### src/rtl/efuse_pkg.sv
package efuse_pkg;
  typedef enum logic [2:0] {
    ST_IDLE  = 3'd0,
    ST_BURN  = 3'd1,
    ST_GUARD = 3'd2,
    ST_REJ   = 3'd3,
    ST_READ  = 3'd4
  } efuse_state_t;
endpackage

### src/rtl/efuse_onehot_dec.sv
module efuse_onehot_dec #(
  parameter int N  = 32,
  parameter int IW = 5
) (
  input  logic [IW-1:0] idx,
  output logic [N-1:0]  mask
);
  for (genvar g = 0; g < N; g++) begin : g_bit
    assign mask[g] = (idx == IW'(g));
  end
endmodule

### src/rtl/efuse_tick.sv
module efuse_tick #(
  parameter int TICK_CYC = 200
) (
  input  logic clk,
  input  logic rst_n,
  input  logic run,
  output logic tick
);
  localparam int PW = (TICK_CYC > 1) ? $clog2(TICK_CYC) : 1;
  localparam logic [PW-1:0] LAST = PW'(TICK_CYC - 1);

  logic [PW-1:0] presc_q;

  assign tick = run && (presc_q == LAST);

  always_ff @(posedge clk or negedge rst_n) begin
    if (!rst_n)        presc_q <= '0;
    else if (!run)     presc_q <= '0;
    else if (tick)     presc_q <= '0;
    else               presc_q <= presc_q + 1'b1;
  end

  a_r1_presc_bound: assert property (@(posedge clk) disable iff (!rst_n)
    presc_q <= LAST);
endmodule

### src/rtl/efuse_len_chk.sv
module efuse_len_chk #(
  parameter int LW      = 9,
  parameter int LEN_MIN = 91,
  parameter int LEN_MAX = 499
) (
  input  logic [LW-1:0] len,
  output logic          ok
);
  localparam logic [LW-1:0] LO = LW'(LEN_MIN);
  localparam logic [LW-1:0] HI = LW'(LEN_MAX);

  always_comb begin
    ok = (len != '0) && (len >= LO) && (len <= HI);
  end

  initial begin
    assert (LEN_MIN >= 1 && LEN_MAX >= LEN_MIN && LEN_MAX < (1 << LW))
      else $error("length window parameters out of range");
  end
endmodule

### src/rtl/efuse_seq.sv
module efuse_seq
  import efuse_pkg::*;
#(
  parameter int NFUSE    = 32,
  parameter int LENW     = 9,
  parameter int TICK_CYC = 200,
  parameter int GUARD    = 2
) (
  input  logic             clk,
  input  logic             rst_n,
  input  logic             start,
  input  logic             op_prog,
  input  logic             len_ok,
  input  logic [LENW-1:0]  len,
  input  logic [NFUSE-1:0] sel_mask,
  input  logic             tick,
  output logic             tick_run,
  output logic [NFUSE-1:0] burn_q,
  output logic             rd_stb,
  output logic             busy,
  output logic             done_q,
  output logic             err_q
);
  localparam int GW = (GUARD > 1) ? $clog2(GUARD) : 1;
  localparam logic [GW-1:0] GLOAD = GW'(GUARD - 1);

  efuse_state_t  st_q;
  logic [LENW-1:0] ticks_q;
  logic [GW-1:0]   gcnt_q;
  logic            accept;

  assign busy     = (st_q != ST_IDLE);
  assign accept   = start && !busy;
  assign tick_run = (st_q == ST_BURN);
  assign rd_stb   = (st_q == ST_READ);

  always_ff @(posedge clk or negedge rst_n) begin
    if (!rst_n) begin
      st_q    <= ST_IDLE;
      ticks_q <= '0;
      gcnt_q  <= '0;
      burn_q  <= '0;
      done_q  <= 1'b0;
      err_q   <= 1'b0;
    end else begin
      done_q <= 1'b0;
      unique case (st_q)
        ST_IDLE: if (accept) begin
          err_q <= 1'b0;
          if (!op_prog)    st_q <= ST_READ;
          else if (len_ok) begin
            st_q    <= ST_BURN;
            burn_q  <= sel_mask;
            ticks_q <= len;
          end else         st_q <= ST_REJ;
        end
        ST_BURN: if (tick) begin
          if (ticks_q == LENW'(1)) begin
            burn_q <= '0;
            gcnt_q <= GLOAD;
            st_q   <= ST_GUARD;
          end else begin
            ticks_q <= ticks_q - 1'b1;
          end
        end
        ST_GUARD: begin
          if (gcnt_q == '0) begin
            done_q <= 1'b1;
            st_q   <= ST_IDLE;
          end else begin
            gcnt_q <= gcnt_q - 1'b1;
          end
        end
        ST_REJ: begin
          err_q  <= 1'b1;
          done_q <= 1'b1;
          st_q   <= ST_IDLE;
        end
        ST_READ: begin
          done_q <= 1'b1;
          st_q   <= ST_IDLE;
        end
        default: st_q <= ST_IDLE;
      endcase
    end
  end

  initial begin
    assert (GUARD >= 2) else $error("GUARD must be at least 2");
  end

  // burn length checker: counts enable cycles against requested length
  logic [LENW-1:0] chk_len_q;
  logic [31:0]     chk_cnt_q;
  always_ff @(posedge clk or negedge rst_n) begin
    if (!rst_n) begin
      chk_len_q <= '0;
      chk_cnt_q <= '0;
    end else begin
      if (accept) chk_len_q <= len;
      if (|burn_q) chk_cnt_q <= chk_cnt_q + 1;
      else         chk_cnt_q <= '0;
    end
  end

  a_r2_onehot: assert property (@(posedge clk) disable iff (!rst_n)
    $onehot0(burn_q));
  a_r1_pulse_len: assert property (@(posedge clk) disable iff (!rst_n)
    $fell(|burn_q) |-> chk_cnt_q == 32'(chk_len_q) * 32'(TICK_CYC));
  a_r4_guard_gap: assert property (@(posedge clk) disable iff (!rst_n)
    $fell(|burn_q) |=> (burn_q == '0) && busy);
  a_r3_reject_quiet: assert property (@(posedge clk) disable iff (!rst_n)
    (st_q == ST_REJ) |-> (burn_q == '0));
  a_r7_done_single: assert property (@(posedge clk) disable iff (!rst_n)
    done_q |=> !done_q);
  a_r7_done_idle: assert property (@(posedge clk) disable iff (!rst_n)
    done_q |-> !busy);
  a_r6_busy_hold: assert property (@(posedge clk) disable iff (!rst_n)
    (st_q == ST_BURN) && !tick |=> (st_q == ST_BURN));
endmodule

### src/rtl/efuse_ctrl.sv
module efuse_ctrl #(
  parameter int NFUSE    = 32,
  parameter int LENW     = 9,
  parameter int TICK_CYC = 200,
  parameter int LEN_MIN  = 91,
  parameter int LEN_MAX  = 499,
  parameter int GUARD    = 2,
  parameter int IDXW     = $clog2(NFUSE)
) (
  input  logic             clk,
  input  logic             rst_n,
  input  logic             start_i,
  input  logic             op_prog_i,
  input  logic [IDXW-1:0]  fuse_idx_i,
  input  logic [LENW-1:0]  pulse_len_i,
  input  logic [NFUSE-1:0] sense_i,
  output logic [NFUSE-1:0] burn_en_o,
  output logic [NFUSE-1:0] fuse_id_o,
  output logic             busy_o,
  output logic             done_o,
  output logic             err_o
);
  logic [NFUSE-1:0] sel_mask;
  logic             len_ok;
  logic             tick;
  logic             tick_run;
  logic             rd_stb;
  logic [NFUSE-1:0] id_q;

  efuse_onehot_dec #(.N(NFUSE), .IW(IDXW)) u_dec (
    .idx  (fuse_idx_i),
    .mask (sel_mask)
  );

  efuse_len_chk #(.LW(LENW), .LEN_MIN(LEN_MIN), .LEN_MAX(LEN_MAX)) u_chk (
    .len (pulse_len_i),
    .ok  (len_ok)
  );

  efuse_tick #(.TICK_CYC(TICK_CYC)) u_tick (
    .clk   (clk),
    .rst_n (rst_n),
    .run   (tick_run),
    .tick  (tick)
  );

  efuse_seq #(
    .NFUSE(NFUSE), .LENW(LENW), .TICK_CYC(TICK_CYC), .GUARD(GUARD)
  ) u_seq (
    .clk      (clk),
    .rst_n    (rst_n),
    .start    (start_i),
    .op_prog  (op_prog_i),
    .len_ok   (len_ok),
    .len      (pulse_len_i),
    .sel_mask (sel_mask),
    .tick     (tick),
    .tick_run (tick_run),
    .burn_q   (burn_en_o),
    .rd_stb   (rd_stb),
    .busy     (busy_o),
    .done_q   (done_o),
    .err_q    (err_o)
  );

  always_ff @(posedge clk or negedge rst_n) begin
    if (!rst_n)      id_q <= '0;
    else if (rd_stb) id_q <= sense_i;
  end

  assign fuse_id_o = id_q;

  a_r8_id_hold: assert property (@(posedge clk) disable iff (!rst_n)
    !$stable(fuse_id_o) |-> done_o);
  a_r2_no_burn_on_read: assert property (@(posedge clk) disable iff (!rst_n)
    rd_stb |-> (burn_en_o == '0));
endmodule

### config.mk
export PLATFORM = sky130hd
export DESIGN_NAME = efuse_ctrl
export DESIGN_NICKNAME = d
export VERILOG_FILES = /design/src/rtl/efuse_pkg.sv /design/src/rtl/efuse_onehot_dec.sv /design/src/rtl/efuse_tick.sv /design/src/rtl/efuse_len_chk.sv /design/src/rtl/efuse_seq.sv /design/src/rtl/efuse_ctrl.sv
export SDC_FILE = /design/constraint.sdc
export NUM_CORES = 1
export LEC_CHECK = 0
export BUFFER_PORTS_ARGS = -buffer_cell sky130_fd_sc_hd__buf_4
export CAP_MARGIN = 20
export CORE_MARGIN = 10
export CORE_UTILIZATION = 52
export CTS_CLUSTER_SIZE = 20
export DETAILED_ROUTE_END_ITERATION = 10
export GPL_ROUTABILITY_DRIVEN = 0
export PLACE_DENSITY = 0.8
export SLEW_MARGIN = 20
export SYNTH_ARGS = -nofsm -noshare
export SYNTH_HDL_FRONTEND = slang
export SYNTH_SLANG_ARGS = --single-unit
### constraint.sdc
create_clock -name clk -period 2.4 [get_ports clk]
set_input_delay 0.36 -clock clk [delete_from_list [all_inputs] [get_ports clk]]
set_output_delay 0.36 -clock clk [all_outputs]
set_load 0.02 [all_outputs]
* Word level (Yosys, flattened, before mapping)
Cells that the tools add are included.
** Storage, ports and cells
- Input bits :: 50
- Output and inout port bits :: 67
- Flip-flop bits (word level) :: 87
- Word-level logic and storage cells :: 104
** Cells by class
- $add $sub $neg :: 3
- Eq/ne operators :: 44
- Muxes and demuxes :: 29
- Reduce and logical (&&, ||, !) cells :: 18
- Order comparisons :: 2
** Operator list (count)
- $mux 32 :: 5
- $eq 5x5->1 const B :: 16
- $pmux 32 s2 :: 1
- $mux 9 :: 5
- $eq 5x4->1 const B :: 8
- $eq 5x3->1 const B :: 4
- $pmux 9 s2 :: 1
- $mux 8 :: 2
- $mux 3 :: 5
- $reduce_and 6->1 :: 2
- $eq 5x2->1 const B :: 2
- $ne 2x2->1 const B :: 5
- $eq 9x1->1 const B :: 1
- $ge 9x7->1 const B :: 1
- $le 9x9->1 const B :: 1
- $pmux 3 s3 :: 1
- $reduce_bool 9->1 :: 1
- $sub 9x1->9 const B :: 1
- $add 8x1->8 const B :: 1
- $eq 8x8->1 const B :: 1
- $eq 3x2->1 const B :: 2
- $pmux 1 s2 :: 3
- $reduce_bool 2->1 :: 3
- $eq 5x1->1 const B :: 1
- 15 further kinds :: 23

* Logic depth before layout (Yosys ltp)
- Depth in word-level cells :: 7
- Gate-level depth with buffers :: 7
- Depth with buffers taken out :: 6

* By module
Synthesis repeated with hierarchy kept, for this count alone.
** Second synthesis, totals
- Cells, all modules :: 347
- Area, all modules :: 4157.7 µm²
** Modules (own cells, without submodules)
- efuse_seq :: seq. area each 1176.1 µm², times used 1, area an instance 2123.3 µm², cells an instance 183
- efuse_ctrl :: seq. area each 800.8 µm², times used 1, area an instance 1345.0 µm², cells an instance 68
- efuse_tick :: seq. area each 200.2 µm², times used 1, area an instance 421.7 µm², cells an instance 42
- efuse_onehot_dec :: seq. area each 0.0 µm², times used 1, area an instance 221.5 µm², cells an instance 47
- efuse_len_chk :: seq. area each 0.0 µm², times used 1, area an instance 46.3 µm², cells an instance 7

* Worst setup path after synthesis
No wires, ideal clock.
- Path kind :: reg2reg
- From :: reg u_tick.presc_q[0]
- To :: reg u_seq.burn_q[0]
- Path slack :: 0.337 ns
- Arrival :: 1.938 ns
- Path buffers :: 1
- Cell stages (with the launch flop) :: 8
- Setup time :: 0.125 ns
- Period minus slack after synthesis :: 2.063 ns
- Data required time :: 2.275 ns
- Cell sequence :: dfrtp_1 > ha_1 > nand4_1 > or4_4 > nor3_2 > o22a_4 > buf_12 > mux2_4
** Between the ends
- Longest elaborated chain between the ends :: 4
** RTL lines
- start, declared :: RTL line efuse_tick.sv:12 : logic [PW-1:0] presc_q;
- start signal, assigned :: RTL line efuse_tick.sv:20 : else presc_q <= presc_q + 1'b1;
- $eq 8x8->1 :: RTL line efuse_tick.sv:14 : assign tick = run && (presc_q == LAST);
- $logic_and 1x1->1 :: RTL line efuse_tick.sv:14
- $ne 2x2->1 (no line)
- $reduce_and 6->1 (no line)
- end signal, assigned :: RTL line efuse_seq.sv:53 : burn_q <= sel_mask;
- end, declared :: RTL line efuse_seq.sv:18 : output logic [NFUSE-1:0] burn_q,
No other way between the ends.
A chain may end at the register's enable or synchronous reset.

* Worst setup path after layout
- From :: reg u_tick.presc_q[0]
- To :: reg u_seq.burn_q[26]
Same word-level chain as after synthesis.

==> flow_summary.json <==
{
  "die_height_um": 109,
  "hold_ws_ns": 0.180,
  "n_antenna_cell": 0,
  "layout_common_cells": "buf_4, dfrtp_1, nor2_1",
  "htree_levels": 3,
  "crit_family": "simple AND/OR/NAND/NOR gates",
  "finalSetupViolCount": 0,
  "endpoint_kind": "register",
  "yosysSeqAreaShare_pct": 52.9,
  "worstHoldStart": "op_prog_i",
  "io-pin-count": 117,
  "worst_slew_pin_slew_ns": 0.615,
  "reg2reg_slack_ns": 0.14,
  "vias": 3070,
  "start_util_pct": 53.3,
  "dpl_cell_area_mm2": 0.00508,
  "finalMaxSlewViolations": 0,
  "synth_edf_count": 0,
  "p_sw_share_pct": 36.9,
  "max_freq_ghz": 0.442,
  "cts_made_buffers": 9,
  "combPwrFrac_pct": 41.4,
  "worstSkewPairLatency_ns": 0.35,
  "start_kind": "register",
  "antenna_left": 0,
  "cpMaxStageDelayCell": "or4_4",
  "async_flop_share_pct": 100,
  "clk_pin_slew_worst_paths_ns": 0.08,
  "cp_data_arrival_time_ns": 2.50,
  "powerDensity_mw_per_mm2": 1020,
  "finalWirelength_um": 10300,
  "postSynthCellCount": 338,
  "switchingPower_w": 0.00198,
  "cts_buffer_depth": 2,
  "mostFrequentLayoutCell": "buf_4",
  "holdPathStages": 2,
  "drive_gt1_share_pct": 46.6,
  "period_needed_ns": 2.26,
  "area_growth_pct": 27.9,
  "groute.usage.overall_pct": 17.8,
  "hpwl_um": 7870,
  "power_w": 0.00536,
  "reg2reg_depth": 7,
  "max_slew_margin_pct": 58.6,
  "path_cells": "ha_1 > nand4_1 > or4_4 > nor3_2 > o22a_4 > buf_12 > mux2_4",
  "grt_max_degree": 47,
  "synth_nets": 391,
  "p_int_w": 0.00338,
  "ys_ff_latch": 87,
  "power.leakage_nw": 2.53,
  "crit_required_ns": 2.63,
  "cts.sinks": 87,
  "synth.avg_cell_area_um2": 12.2,
  "dieArea_mm2": 0.0119,
  "skew_ns": 0.00571,
  "final_nets": 508,
  "drt-initial-drc-count": 151,
  "grt_pass1_wl_um": 16600,
  "core_area_mm2": 0.00773,
  "cts_tree": "yes",
  "worstSetupPathType": "register to register",
  "drt-wirelength-per-cell_um": 18.3,
  "core.rowCount": 32,
  "rr_startpoint": "u_tick.presc_q[0]",
  "grt_overflow": 0,
  "yosys_warnings": 0,
  "hp-class": "input port to register",
  "crit_path_start": "u_tick.presc_q[0]",
  "hold_viol_final": 0,
  "viasPerCell": 5.47,
  "drcViolationCount": 0,
  "critPathBufInv": 1,
  "synthFlopType": "dfrtp_1",
  "fin_crit_sh_pct": 94.3,
  "ys_types": 46,
  "grt_setup_unrepaired": "false",
  "synthesis.area_mm2": 0.00412,
  "reg2reg_to": "u_seq.burn_q[26]",
  "dr.pass1.iters": 4,
  "max_cap_viol_count": 0,
  "timing.setup.tns_ns": 0,
  "antenna_found_initial": 0,
  "post_cts_buffers": 0,
  "cts_root_buffer": "clkbuf_8",
  "die_x_um": 109,
  "min_to": "u_seq.st_q[2]",
  "power.share.sequential_pct": 40.4,
  "status": "finished, final reports clean",
  "p_clk_share_pct": 18.2,
  "final_area_mm2": 0.00527,
  "grt_pass1_vias": 3265,
  "portBuffers": 116,
  "worstPathMaxFanout": 16,
  "vdd_drop_max_v": 0.000754,
  "slowest_delay_ns": 0.47
}
how the worst max path moves through the flow:
stage	to	slack, ns	depth (start not counted)
after floorplan	u_seq.burn_q[0]	0.34	7
after global placement	u_seq.burn_q[20]	0.22	7
after detailed placement	u_seq.burn_q[16]	0.15	7
after CTS	u_seq.burn_q[26]	0.13	7
after global routing	u_seq.burn_q[10]	0.03	7
final	u_seq.burn_q[26]	0.14	7
power groups by stage:
stage | registers, W | clock network, W | logic [W]
3_3_place_gp | 0.00216 | 0 | 0.00218
4_1_cts | 0.00217 | 0.000995 | 0.00225
6_report | 0.00217 | 0.000975 | 0.00222
3_5_place_dp | 0.00219 | 0 | 0.00224
2_1_floorplan | 0.00252 | 0 | 0.000975
5_1_grt | 0.00223 | 0.00106 | 0.00240
synth_stat cells, types with 3 or more instances:
master | number | area, um2
dfrtp_1 | 87 | 2180
nor2_1 | 43 | 161
mux2_2 | 34 | 383
mux2_4 | 30 | 450
nand2_1 | 20 | 75.1
nor3_1 | 14 | 70.1
nand3_1 | 9 | 45.0
a21oi_1 | 7 | 35.0
and3_1 | 6 | 37.5
buf_2 | 6 | 30.0
inv_1 | 6 | 22.5
o21ai_0 | 6 | 30.0
clkbuf_1 | 5 | 18.8
a31oi_1 | 4 | 25.0
a32o_1 | 4 | 40.0
nand2b_1 | 4 | 25.0
xor2_1 | 4 | 35.0
and3_2 | 3 | 22.5
buf_12 | 3 | 60.1
ha_1 | 3 | 37.5
nand4_1 | 3 | 18.8
nor4_1 | 3 | 18.8
o31ai_1 | 3 | 22.5
or3_1 | 3 | 18.8
area by class of cell:
cell class,count,area (um2)
clock buffer,11,131
clock inverter,4,47.5
fill,572,2460
inverter,6,22.5
multi-input combinational,227,1790
sequential,87,2180
tap,102,128
timing repair buffer,124,971
through the flow:
stage	util, %	setup slack [ns]	instances
final	68.1	0.136	561
after global routing	68.1	0.0254	561
after global placement	65.7	0.215	545
after floorplan	-	0.337	338
after detailed placement	65.7	0.148	545
after CTS	68.1	0.128	561
logic make-up after synthesis:
group	Yosys count	synth area share, %
XOR/XNOR	6	1.28
multiplexers	64	20.2
buffers and inverters	24	3.80
adder cells (fa/ha/maj)	3	0.912
flip-flops	87	52.9
AND/OR/NAND/NOR	120	14.8
AO/OA/AOI/OAI	34	6.05
metal layers:
layer	vias to the layer above	wire length, um	global-route usage (%)
met4	0	130	6.59
met2	115	4840	27.7
li1	1428	-	-
met5	-	0	0
met1	1515	3970	20.5
met3	12	1320	9.32
flip-flops by register name, indices dropped and copies added, names as in the netlist:
signal	cells
fuse_id_o	32
u_seq.burn_q	32
u_seq.done_q	1
u_seq.err_q	1
u_seq.gcnt_q	1
u_seq.st_q	3
u_seq.ticks_q	9
u_tick.presc_q	8
timing repair:
item | CTS | global route
gates resized for setup | 0 | 0
endpoints found under the hold margin | 5 | 0
setup endpoints to repair | 0 | 0
hold buffers | 1 | 0
No activity file was read; power rests on OpenSTA's default activity.
